==> config.mk <==
export PLATFORM = sky130hd
export DESIGN_NAME = nmi_intr_arbiter
export DESIGN_NICKNAME = d
export VERILOG_FILES = /design/src/rtl/nia_pkg.sv /design/src/rtl/nia_eff_prio.sv /design/src/rtl/nia_line_pick.sv /design/src/rtl/nia_rank_cmp.sv /design/src/rtl/nmi_intr_arbiter.sv
export SDC_FILE = /design/constraint.sdc
export NUM_CORES = 1
export LEC_CHECK = 0
export ABC_AREA = 1
export BUFFER_PORTS_ARGS = -buffer_cell sky130_fd_sc_hd__buf_2
export CAP_MARGIN = 15
export CORE_AREA = 5 5 168 170
export DETAILED_ROUTE_END_ITERATION = 12
export DIE_AREA = 0 0 173 175
export PLACE_DENSITY = 0.64
export RECOVER_POWER = 25
export SYNTH_ARGS = -nofsm -noshare
export SYNTH_HDL_FRONTEND = slang
export SYNTH_SLANG_ARGS = --single-unit
==> constraint.sdc <==
create_clock -name clk -period 3.6 [get_ports clk]
set_input_delay 0.18 -clock clk [delete_from_list [all_inputs] [get_ports clk]]
set_output_delay 0.18 -clock clk [all_outputs]
set_load 0.01 [all_outputs]
==> src/rtl/nia_pkg.sv <==
package nia_pkg;
    localparam int PRIO_W = 8;
    localparam int ID_W   = 16;

    localparam logic [PRIO_W-1:0] PRIO_IDLE   = '1;
    localparam logic [PRIO_W-1:0] PRIO_NMI_NS = 8'h80;
    localparam logic [PRIO_W-1:0] PRIO_NMI_TOP = 8'h00;

    typedef struct packed {
        logic [ID_W-1:0]   id;
        logic [PRIO_W-1:0] prio;
        logic              nmi;
        logic              grp;
    } cand_t;

    typedef enum logic [1:0] {
        PH_IDLE = 2'd0,
        PH_SCAN = 2'd1,
        PH_MSG  = 2'd2
    } phase_e;
endpackage

==> src/rtl/nia_eff_prio.sv <==
module nia_eff_prio
    import nia_pkg::*;
(
    input  logic              nmi_i,
    input  logic              grp_ns_i,
    input  logic              sec_dis_i,
    input  logic [PRIO_W-1:0] prog_prio_i,
    output logic [PRIO_W-1:0] eff_prio_o
);
    always_comb begin
        if (!nmi_i) begin
            eff_prio_o = prog_prio_i;
        end else if (!sec_dis_i && grp_ns_i) begin
            eff_prio_o = PRIO_NMI_NS;
        end else begin
            eff_prio_o = PRIO_NMI_TOP;
        end
    end
endmodule

==> src/rtl/nia_line_pick.sv <==
module nia_line_pick
    import nia_pkg::*;
#(
    parameter int NUM_LINES = 32,
    localparam int IDX_W = (NUM_LINES > 1) ? $clog2(NUM_LINES) : 1
) (
    input  logic                              sec_dis_i,
    input  logic [NUM_LINES-1:0]              pend_i,
    input  logic [NUM_LINES-1:0]              en_i,
    input  logic [NUM_LINES-1:0]              grp_i,
    input  logic [NUM_LINES-1:0]              nmi_i,
    input  logic [NUM_LINES-1:0][PRIO_W-1:0]  prio_i,
    input  logic [IDX_W-1:0]                  idx_i,
    output cand_t                             cand_o,
    output logic                              elig_o
);
    logic [NUM_LINES-1:0][PRIO_W-1:0] eff_prio;

    for (genvar g = 0; g < NUM_LINES; g++) begin : g_line
        nia_eff_prio u_map (
            .nmi_i      (nmi_i[g]),
            .grp_ns_i   (grp_i[g]),
            .sec_dis_i  (sec_dis_i),
            .prog_prio_i(prio_i[g]),
            .eff_prio_o (eff_prio[g])
        );
    end

    always_comb begin
        cand_o.id   = ID_W'(idx_i);
        cand_o.prio = eff_prio[idx_i];
        cand_o.nmi  = nmi_i[idx_i];
        cand_o.grp  = grp_i[idx_i];
        elig_o      = pend_i[idx_i] && en_i[idx_i];
    end
endmodule

==> src/rtl/nia_rank_cmp.sv <==
module nia_rank_cmp
    import nia_pkg::*;
(
    input  cand_t cand_i,
    input  cand_t best_i,
    output logic  take_o
);
    always_comb begin
        if (cand_i.prio != best_i.prio) begin
            take_o = cand_i.prio < best_i.prio;
        end else if (cand_i.nmi != best_i.nmi) begin
            take_o = cand_i.nmi;
        end else begin
            take_o = cand_i.id <= best_i.id;
        end
    end
endmodule

==> src/rtl/nmi_intr_arbiter.sv <==
module nmi_intr_arbiter
    import nia_pkg::*;
#(
    parameter int NUM_LINES = 32
) (
    input  logic                              clk,
    input  logic                              rst_n,
    input  logic                              start_i,
    input  logic                              sec_dis_i,
    input  logic [NUM_LINES-1:0]              line_pend_i,
    input  logic [NUM_LINES-1:0]              line_en_i,
    input  logic [NUM_LINES-1:0]              line_grp_i,
    input  logic [NUM_LINES-1:0]              line_nmi_i,
    input  logic [NUM_LINES-1:0][7:0]         line_prio_i,
    input  logic                              msg_en_i,
    input  logic                              msg_glb_en_i,
    input  logic                              ns_g1_en_i,
    input  logic [7:0]                        msg_prio_i,
    input  logic [15:0]                       msg_id_i,
    output logic [15:0]                       best_id_o,
    output logic [7:0]                        best_prio_o,
    output logic                              best_nmi_o,
    output logic                              best_grp_o,
    output logic                              best_valid_o,
    output logic                              done_o
);
    localparam int IDX_W = (NUM_LINES > 1) ? $clog2(NUM_LINES) : 1;
    localparam logic [IDX_W-1:0] LAST_IDX = IDX_W'(NUM_LINES - 1);
    localparam cand_t CLEAR_REC = '{id: '1, prio: PRIO_IDLE, nmi: 1'b0, grp: 1'b0};

    typedef struct packed {
        phase_e           phase;
        logic [IDX_W-1:0] idx;
        cand_t            run;
        cand_t            res;
        logic             valid;
        logic             done;
    } state_t;

    state_t st_d, st_q;

    cand_t line_cand, msg_cand, eval_cand;
    logic  line_elig, msg_elig, eval_elig, take;

    nia_line_pick #(.NUM_LINES(NUM_LINES)) u_pick (
        .sec_dis_i(sec_dis_i),
        .pend_i   (line_pend_i),
        .en_i     (line_en_i),
        .grp_i    (line_grp_i),
        .nmi_i    (line_nmi_i),
        .prio_i   (line_prio_i),
        .idx_i    (st_q.idx),
        .cand_o   (line_cand),
        .elig_o   (line_elig)
    );

    always_comb begin
        msg_cand.id   = msg_id_i;
        msg_cand.prio = msg_prio_i;
        msg_cand.nmi  = 1'b0;
        msg_cand.grp  = 1'b1;
        msg_elig = msg_en_i && msg_glb_en_i && ns_g1_en_i && (msg_prio_i != PRIO_IDLE);
        if (st_q.phase == PH_MSG) begin
            eval_cand = msg_cand;
            eval_elig = msg_elig;
        end else begin
            eval_cand = line_cand;
            eval_elig = line_elig && (st_q.phase == PH_SCAN);
        end
    end

    nia_rank_cmp u_cmp (
        .cand_i(eval_cand),
        .best_i(st_q.run),
        .take_o(take)
    );

    always_comb begin
        cand_t upd;
        st_d      = st_q;
        st_d.done = 1'b0;
        upd       = (eval_elig && take) ? eval_cand : st_q.run;

        if (start_i) begin
            st_d.phase = PH_SCAN;
            st_d.idx   = '0;
            st_d.run   = CLEAR_REC;
        end else begin
            unique case (st_q.phase)
                PH_SCAN: begin
                    st_d.run = upd;
                    if (st_q.idx == LAST_IDX) begin
                        st_d.phase = PH_MSG;
                    end else begin
                        st_d.idx = st_q.idx + 1'b1;
                    end
                end
                PH_MSG: begin
                    st_d.run   = upd;
                    st_d.res   = upd;
                    st_d.valid = upd.prio != PRIO_IDLE;
                    st_d.done  = 1'b1;
                    st_d.phase = PH_IDLE;
                end
                default: begin
                    st_d.phase = PH_IDLE;
                end
            endcase
        end
    end

    always_ff @(posedge clk or negedge rst_n) begin
        if (!rst_n) begin
            st_q.phase <= PH_IDLE;
            st_q.idx   <= '0;
            st_q.run   <= CLEAR_REC;
            st_q.res   <= CLEAR_REC;
            st_q.valid <= 1'b0;
            st_q.done  <= 1'b0;
        end else begin
            st_q <= st_d;
        end
    end

    assign best_id_o    = st_q.res.id;
    assign best_prio_o  = st_q.res.prio;
    assign best_nmi_o   = st_q.res.nmi;
    assign best_grp_o   = st_q.res.grp;
    assign best_valid_o = st_q.valid;
    assign done_o       = st_q.done;

    AST_NMI_PRIO_SET: assert property (@(posedge clk) disable iff (!rst_n)
        (best_valid_o && best_nmi_o) |-> (best_prio_o == 8'h00 || best_prio_o == 8'h80));

    AST_START_CLEARS: assert property (@(posedge clk) disable iff (!rst_n)
        start_i |=> (st_q.run.prio == PRIO_IDLE && !st_q.run.nmi && st_q.phase == PH_SCAN && st_q.idx == '0));

    AST_MSG_NOT_NMI: assert property (@(posedge clk) disable iff (!rst_n)
        (st_q.phase == PH_MSG && !start_i && msg_elig && take) |=> (!st_q.run.nmi && st_q.run.grp));

    AST_DONE_PULSE: assert property (@(posedge clk) disable iff (!rst_n)
        done_o |=> !done_o);

    AST_RESULT_HOLD: assert property (@(posedge clk) disable iff (!rst_n)
        !done_o |-> ($stable(best_id_o) && $stable(best_prio_o) && $stable(best_nmi_o)
                     && $stable(best_grp_o) && $stable(best_valid_o)));

    AST_VALID_MATCH: assert property (@(posedge clk) disable iff (!rst_n)
        best_valid_o |-> (best_prio_o != 8'hFF));

    AST_NO_DONE_MID_SCAN: assert property (@(posedge clk) disable iff (!rst_n)
        (st_q.phase == PH_SCAN) |=> !done_o);
endmodule

# ---- After elaboration in Yosys (flattened, before gate mapping)
# Index checks and enable logic that the tools add are counted.
dict set report word_totals {
  register_bits 61
  in_bits 415
  out_inout_bits 28
  wordCells 157
}
dict set report op_classes {
  n_addsub 1
  magnitude_cmp 3
  eq_ne 9
  n_mux 87
  bitwise_logic 1
  n_reduce_logical 44
}
# operator count
set ops {}
lappend ops {{two-way mux 8 bit} 65}
lappend ops {{two-way mux 26 bit} 3}
lappend ops {{binary-select mux 8 bit (select 5 bit)} 1}
lappend ops {{logical AND 1 bit} 38}
lappend ops {{two-way mux 33 bit} 1}
lappend ops {{binary-select mux 1 bit (select 5 bit)} 4}
lappend ops {{<= comparator 16 bit} 1}
lappend ops {{!= test 8 bit (second input constant)} 2}
lappend ops {{two-way mux 5 bit} 2}
lappend ops {{two-way mux 1 bit} 9}
lappend ops {{less-than comparator 8 bit} 1}
lappend ops {{!= test 8 bit} 1}
lappend ops {{less-than comparator 5 x 6 -> 1 bit (second input constant)} 1}
lappend ops {{adder 5 x 1 -> 5 bit (second input constant)} 1}
lappend ops {{== test 5 bit (second input constant)} 1}
lappend ops {{two-way mux 2 bit} 2}
lappend ops {{AND reduction 2 bit} 2}
lappend ops {{nonzero test 2 bit} 2}
lappend ops {{!= test 3 x 2 -> 1 bit (second input constant)} 1}
lappend ops {{== test 2 x 1 -> 1 bit (second input constant)} 1}
lappend ops {{== test 2 bit (second input constant)} 1}
lappend ops {{!= test 2 bit (second input constant)} 1}
lappend ops {{OR reduction 2 bit} 1}
lappend ops {{logical NOT 1 bit} 1}
lappend ops {{other kinds (2)} 2}

# ---- Logic depth before layout (Yosys ltp)
dict set report depth {
  depth_word 14
  mapped_depth 32
  mapped_depth_nobuf 29
}

# ---- Hierarchy
# Synthesis repeated with hierarchy kept, for this count alone.
dict set report hier_totals {
  cells_unflattened 1993
  area_unflattened_um2 10625.2
}
# module n_inst cells_each area_each_um2 seq_area_each_um2
set by_module_without_submodules {}
lappend by_module_without_submodules {nia_line_pick 1 848 3822.4 0.0}
lappend by_module_without_submodules {nmi_intr_arbiter 1 396 3288.2 1586.5}
lappend by_module_without_submodules {nia_eff_prio 32 20 88.8 0.0}
lappend by_module_without_submodules {nia_rank_cmp 1 109 671.9 0.0}

# ---- Least setup slack after synthesis
# No wires, ideal clock.
dict set report synth_timing {
  path_kind {reg-to-reg}
  startpoint {register st_q[54] (netlist bit)}
  endpoint {register st_q (netlist bit best_nmi_o)}
  setup_time_ns 0.136
  arrival_ns 3.097
  required_ns 3.464
  path_slack_ns 0.367
  stages_incl_launch_ff 25
  path_buffers 4
  synth_period_minus_slack_ns 3.233
  path_cell_list {dfrtp_1 -> buf_6 -> buf_6 -> buf_8 -> nor2_2 -> nand2_1 -> nand2_1 -> inv_1 -> nand3_1 -> nand3_1 -> nand2_1 -> nand2_1 -> a21oi_1 -> nor2_1 -> ha_1 -> nand2_1 -> nor2_1 -> nand4_1 -> nand2_1 -> nand2_1 -> nor2_4 -> nand3_4 -> buf_2 -> o21ai_0 -> o21ai_0}
}
dict set report synth_between {
  elab_chain_cells 8
  word_cells_on_any_way 20
  cone_classes {order compare (2); eq/ne (2); mux (13); reduce/logical (3)}
}
# element line
set synth_rtl {}
lappend synth_rtl {{start: declaration} nmi_intr_arbiter.sv:40} ;# state_t st_d, st_q;
lappend synth_rtl {{start signal: assignment} nmi_intr_arbiter.sv:121} ;# st_q <= st_d;
lappend synth_rtl {{parallel branches: the longest is 7 deep, another holds less-than comparator 8 bit} n/a}
lappend synth_rtl {{two-way mux 26 bit *} nmi_intr_arbiter.sv:82} ;# upd = (eval_elig && take) ? eval_cand : st_q.run;
# Mark *: on every way between the ends. The select of a mux whose other input is x is not followed.
# A chain may end at the register's enable or synchronous reset.

# ---- Worst setup path after layout
dict set report layout_timing {
  startpoint {register st_q[54] (netlist bit)}
  endpoint {register st_q[28] (netlist bit)}
}
dict set report layout_between {
  elab_chain_cells 10
  word_cells_on_any_way 24
  cone_classes {order compare (2); eq/ne (2); mux (17); reduce/logical (3)}
}
# element line
set layout_rtl {}
lappend layout_rtl {{parallel branches: the longest is 7 deep, another holds less-than comparator 8 bit} n/a}
lappend layout_rtl {{two-way mux 26 bit *} nmi_intr_arbiter.sv:82}
lappend layout_rtl {{two-way mux 26 bit *} nmi_intr_arbiter.sv:89} ;# unique case (st_q.phase)
lappend layout_rtl {{two-way mux 33 bit *} nmi_intr_arbiter.sv:84} ;# if (start_i) begin
# Marks and branches as above.

==> flow_summary.toml <==
[run_status]
status = "finished, violations left"
violations = "setup timing"

[clock_network]
cts_tree = "done"
cts_buffer_depth = 2
cts_root_buf = "clkbuf_16"
numCtsBuffers = 9
clkTransAtPathRegs_ps = 50
clkSinkCount = 61
clock_latency_ps = 330
cts-htree-levels = 3
holdBufCountCts = 0

[grt]
grt_max_degree = 62
grt_first_pass_wirelength_um = 67800
first_global_vias = 11600
gr-usage-met1_pct = 34.8
grt.total_usage_pct = 28.3
grt_overflow_total = 0
gr-usage-met3_pct = 5.47
top_usage_layer = "met2"
antenna_found_initial = 12
use_met2_pct = 49.7

[timing]
slew_viol_final = 0
rsz0062_at_grt = "yes"
setup-violations-final = 1
worst_pin_slew_ps = 818
hold_viol = 0
period_share_pct = 100
skew_ps = 1.83
relSlewSlack_pct = 45.4
period_needed_ps = 3600
max_freq_mhz = 278
worst_slack_ps = -3.44

[setup_path]
path_max_fanout = 28
cp_slowest_stage_delay_ps = 560
cp_cell_sequence = "buf_8 -> buf_16 -> nor2_4 -> nand2_2 -> nand3_2 -> nand3_1 -> nand3_1 -> nand2_1 -> nand2_1 -> nand2_2 -> nor2_4 -> ha_4 -> a21oi_1 -> o21ai_1 -> nand2_1 -> o211ai_1 -> nand2_1 -> nand2_2 -> nor2_4 -> nand3_4 -> buf_12 -> nand2_1 -> o21ai_1 -> a22o_1"
worstSetupEndpointType = "flop"
cp_data_arrival_time_ps = 3820
critPathKind = "reg -> reg"
required_ps = 3820
crit_top_cell = "nand2_1"
cp_slowest_cell = "dfrtp_4"
start_kind = "flop"

[route]
dr.pass1.iters = 6
post_drt_via_cell_ratio = 5.25
ant_nets = 0
drc = 0
drt_iter0_markers = 1028
wirelength_um = 47100
wl_per_cell_um = 20.6
vias = 12000

[worst_hold_path]
hp-class = "in -> async"

[floorplan]
dieArea_mm2 = 0.0303
row_count = 60
dieHeight_um = 175
die_x_um = 173
ios = 443
core_mm2 = 0.0266
start_util_pct = 31.0

[synthesis]
synth_nets = 1909
synth_edf_count = 0
synth.largest_area_cell = "nand2_1"
synth.distinct_cells = 41
syn_area_mm2 = 0.00823
syn_inst = 1466
syn_avg_cell_area_um2 = 5.61
synth_seq_cells = 61
synthFlopType = "dfstp_2"
synth_area_leaders = "nand2_1 (26%), nand3_1 (16%), dfstp_2 (15%), inv_1 (6.2%), ha_1 (4.3%)"
synthArstFlopShare_pct = 100
ys_seq_area_share_pct = 19.3
yosysWarnings = 0
synth.top_cell.area_share_pct = 25.9

[final_layout]
drive_above_1_share_pct = 39.2
final_common_cell = "nand2_1"
final_nets = 2377
stdcell_count = 2285
final_cell_mix = "nand2_1 (541), buf_2 (442), nand3_1 (248)"
syn_to_final_growth_pct = 48.7
fillerInstances = 2907

[power]
power_uw = 4390
powerDensity_mw_per_mm2 = 359
ir_drop_v = 0.000253
leakagePower_uw = 0.00679

[placement]
post-place-cells = 2218
place_hpwl_um = 37500
io_buffers = 442
globalplace.congestion = 1.01
dp_slack_ps = -18.5

[run]
maxCapViolCount = 0
## sequential cells by signal (all words and copies together) (netlist names)
signal        count
done_o            1
st_q             33
best_grp_o        1
best_valid_o      1
best_prio_o       8
best_id_o        16
best_nmi_o        1
## synth_stat cells, drive strengths merged (3+ instances only)
cell,count
o211ai,3
inv,140
or2,8
o22ai,5
nand3,269
a21oi,54
nor3,11
dfstp,48
nand4,17
nand3b,4
nand2,569
dfrtp,13
ha,28
nor2,89
a31oi,5
o21ai,76
a22o,4
buf,75
clkbuf,19
a22oi,22
## metal layers
| layer | vias up | wire (µm) |
|---|---|---|
| met5 | - | 103 |
| li1 | 5706 | - |
| met1 | 5512 | 18200 |
| met3 | 122 | 3980 |
| met4 | 14 | 1760 |
| met2 | 651 | 23100 |
## cell families after synthesis
group                    share of synthesized area (%)
XOR/XNOR                                         0.106
flip-flops                                        19.3
AND/OR/NAND/NOR                                   50.7
adder cells (fa/ha/maj)                           4.26
AO/OA/AOI/OAI                                     11.8
buffers and inverters                             13.8
## metrics by stage
stage / hold slack (ps) / TNS (ps) / area (µm²) / utilization [%]
6_report: 18.3 / -3.44 / 12200 / 46.0
5_1_grt: 91.0 / -5530 / 12200 / 46.0
4_1_cts: 36.0 / 0 / 11200 / 42.1
3_5_place_dp: 387 / -48.7 / 10900 / 40.9
3_3_place_gp: 380 / 0 / 10900 / 40.9
2_1_floorplan: -116 / 0 / 8230 / -
## layout make-up
cell class	instances	area [µm²]	area share, %
Antenna cell	6	15.0	0.123
Timing Repair Buffer	550	3390	27.8
Inverter	141	542	4.43
Tap cell	341	427	3.49
Multi-Input combinational cell	1171	5990	49.0
Clock inverter	2	10.0	0.0818
Sequential cell	61	1590	13.0
Clock buffer	13	260	2.13
## final timing paths
path                                           start                        end  slack, ps  depth (start not counted)
setup / recovery                st_q[54]$_DFFE_PN0P_       st_q[28]$_DFFE_PN0P_         -3                         24
hold / removal                                 rst_n       st_q[28]$_DFFE_PN0P_         20                          2
setup reg to reg                st_q[54]$_DFFE_PN0P_       st_q[28]$_DFFE_PN0P_         -3                         24
hold reg to reg            best_id_o[14]$_DFFE_PN1P_  best_id_o[14]$_DFFE_PN1P_        470                          2
max in group asynchronous                      rst_n       st_q[54]$_DFFE_PN0P_       3020                          2
min in group clk                             start_i       st_q[60]$_DFFE_PN0P_         80                          2
## repair_timing
item	CTS	global route
gates cloned	0	10
pin swaps	2	34
setup buffers	2	34
setup endpoints to repair	13	53
resized for setup	3	153
## worst max-delay path, delay by kind of cell (launching register included)
family	cells	cell delay, ps
adder cells (fa/ha/maj)	1	220
AND/OR/NAND/NOR	15	1630
flip-flops	1	560
buffers and inverters	3	520
AO/OA/AOI/OAI	5	560
## where the power goes
group / internal [µW] / switching, µW
Sequential: 825 / 62.0
Clock: 497 / 294
Combinational: 1110 / 1600
Total: 2430 / 1960
No activity file was read; power rests on OpenSTA's default activity.
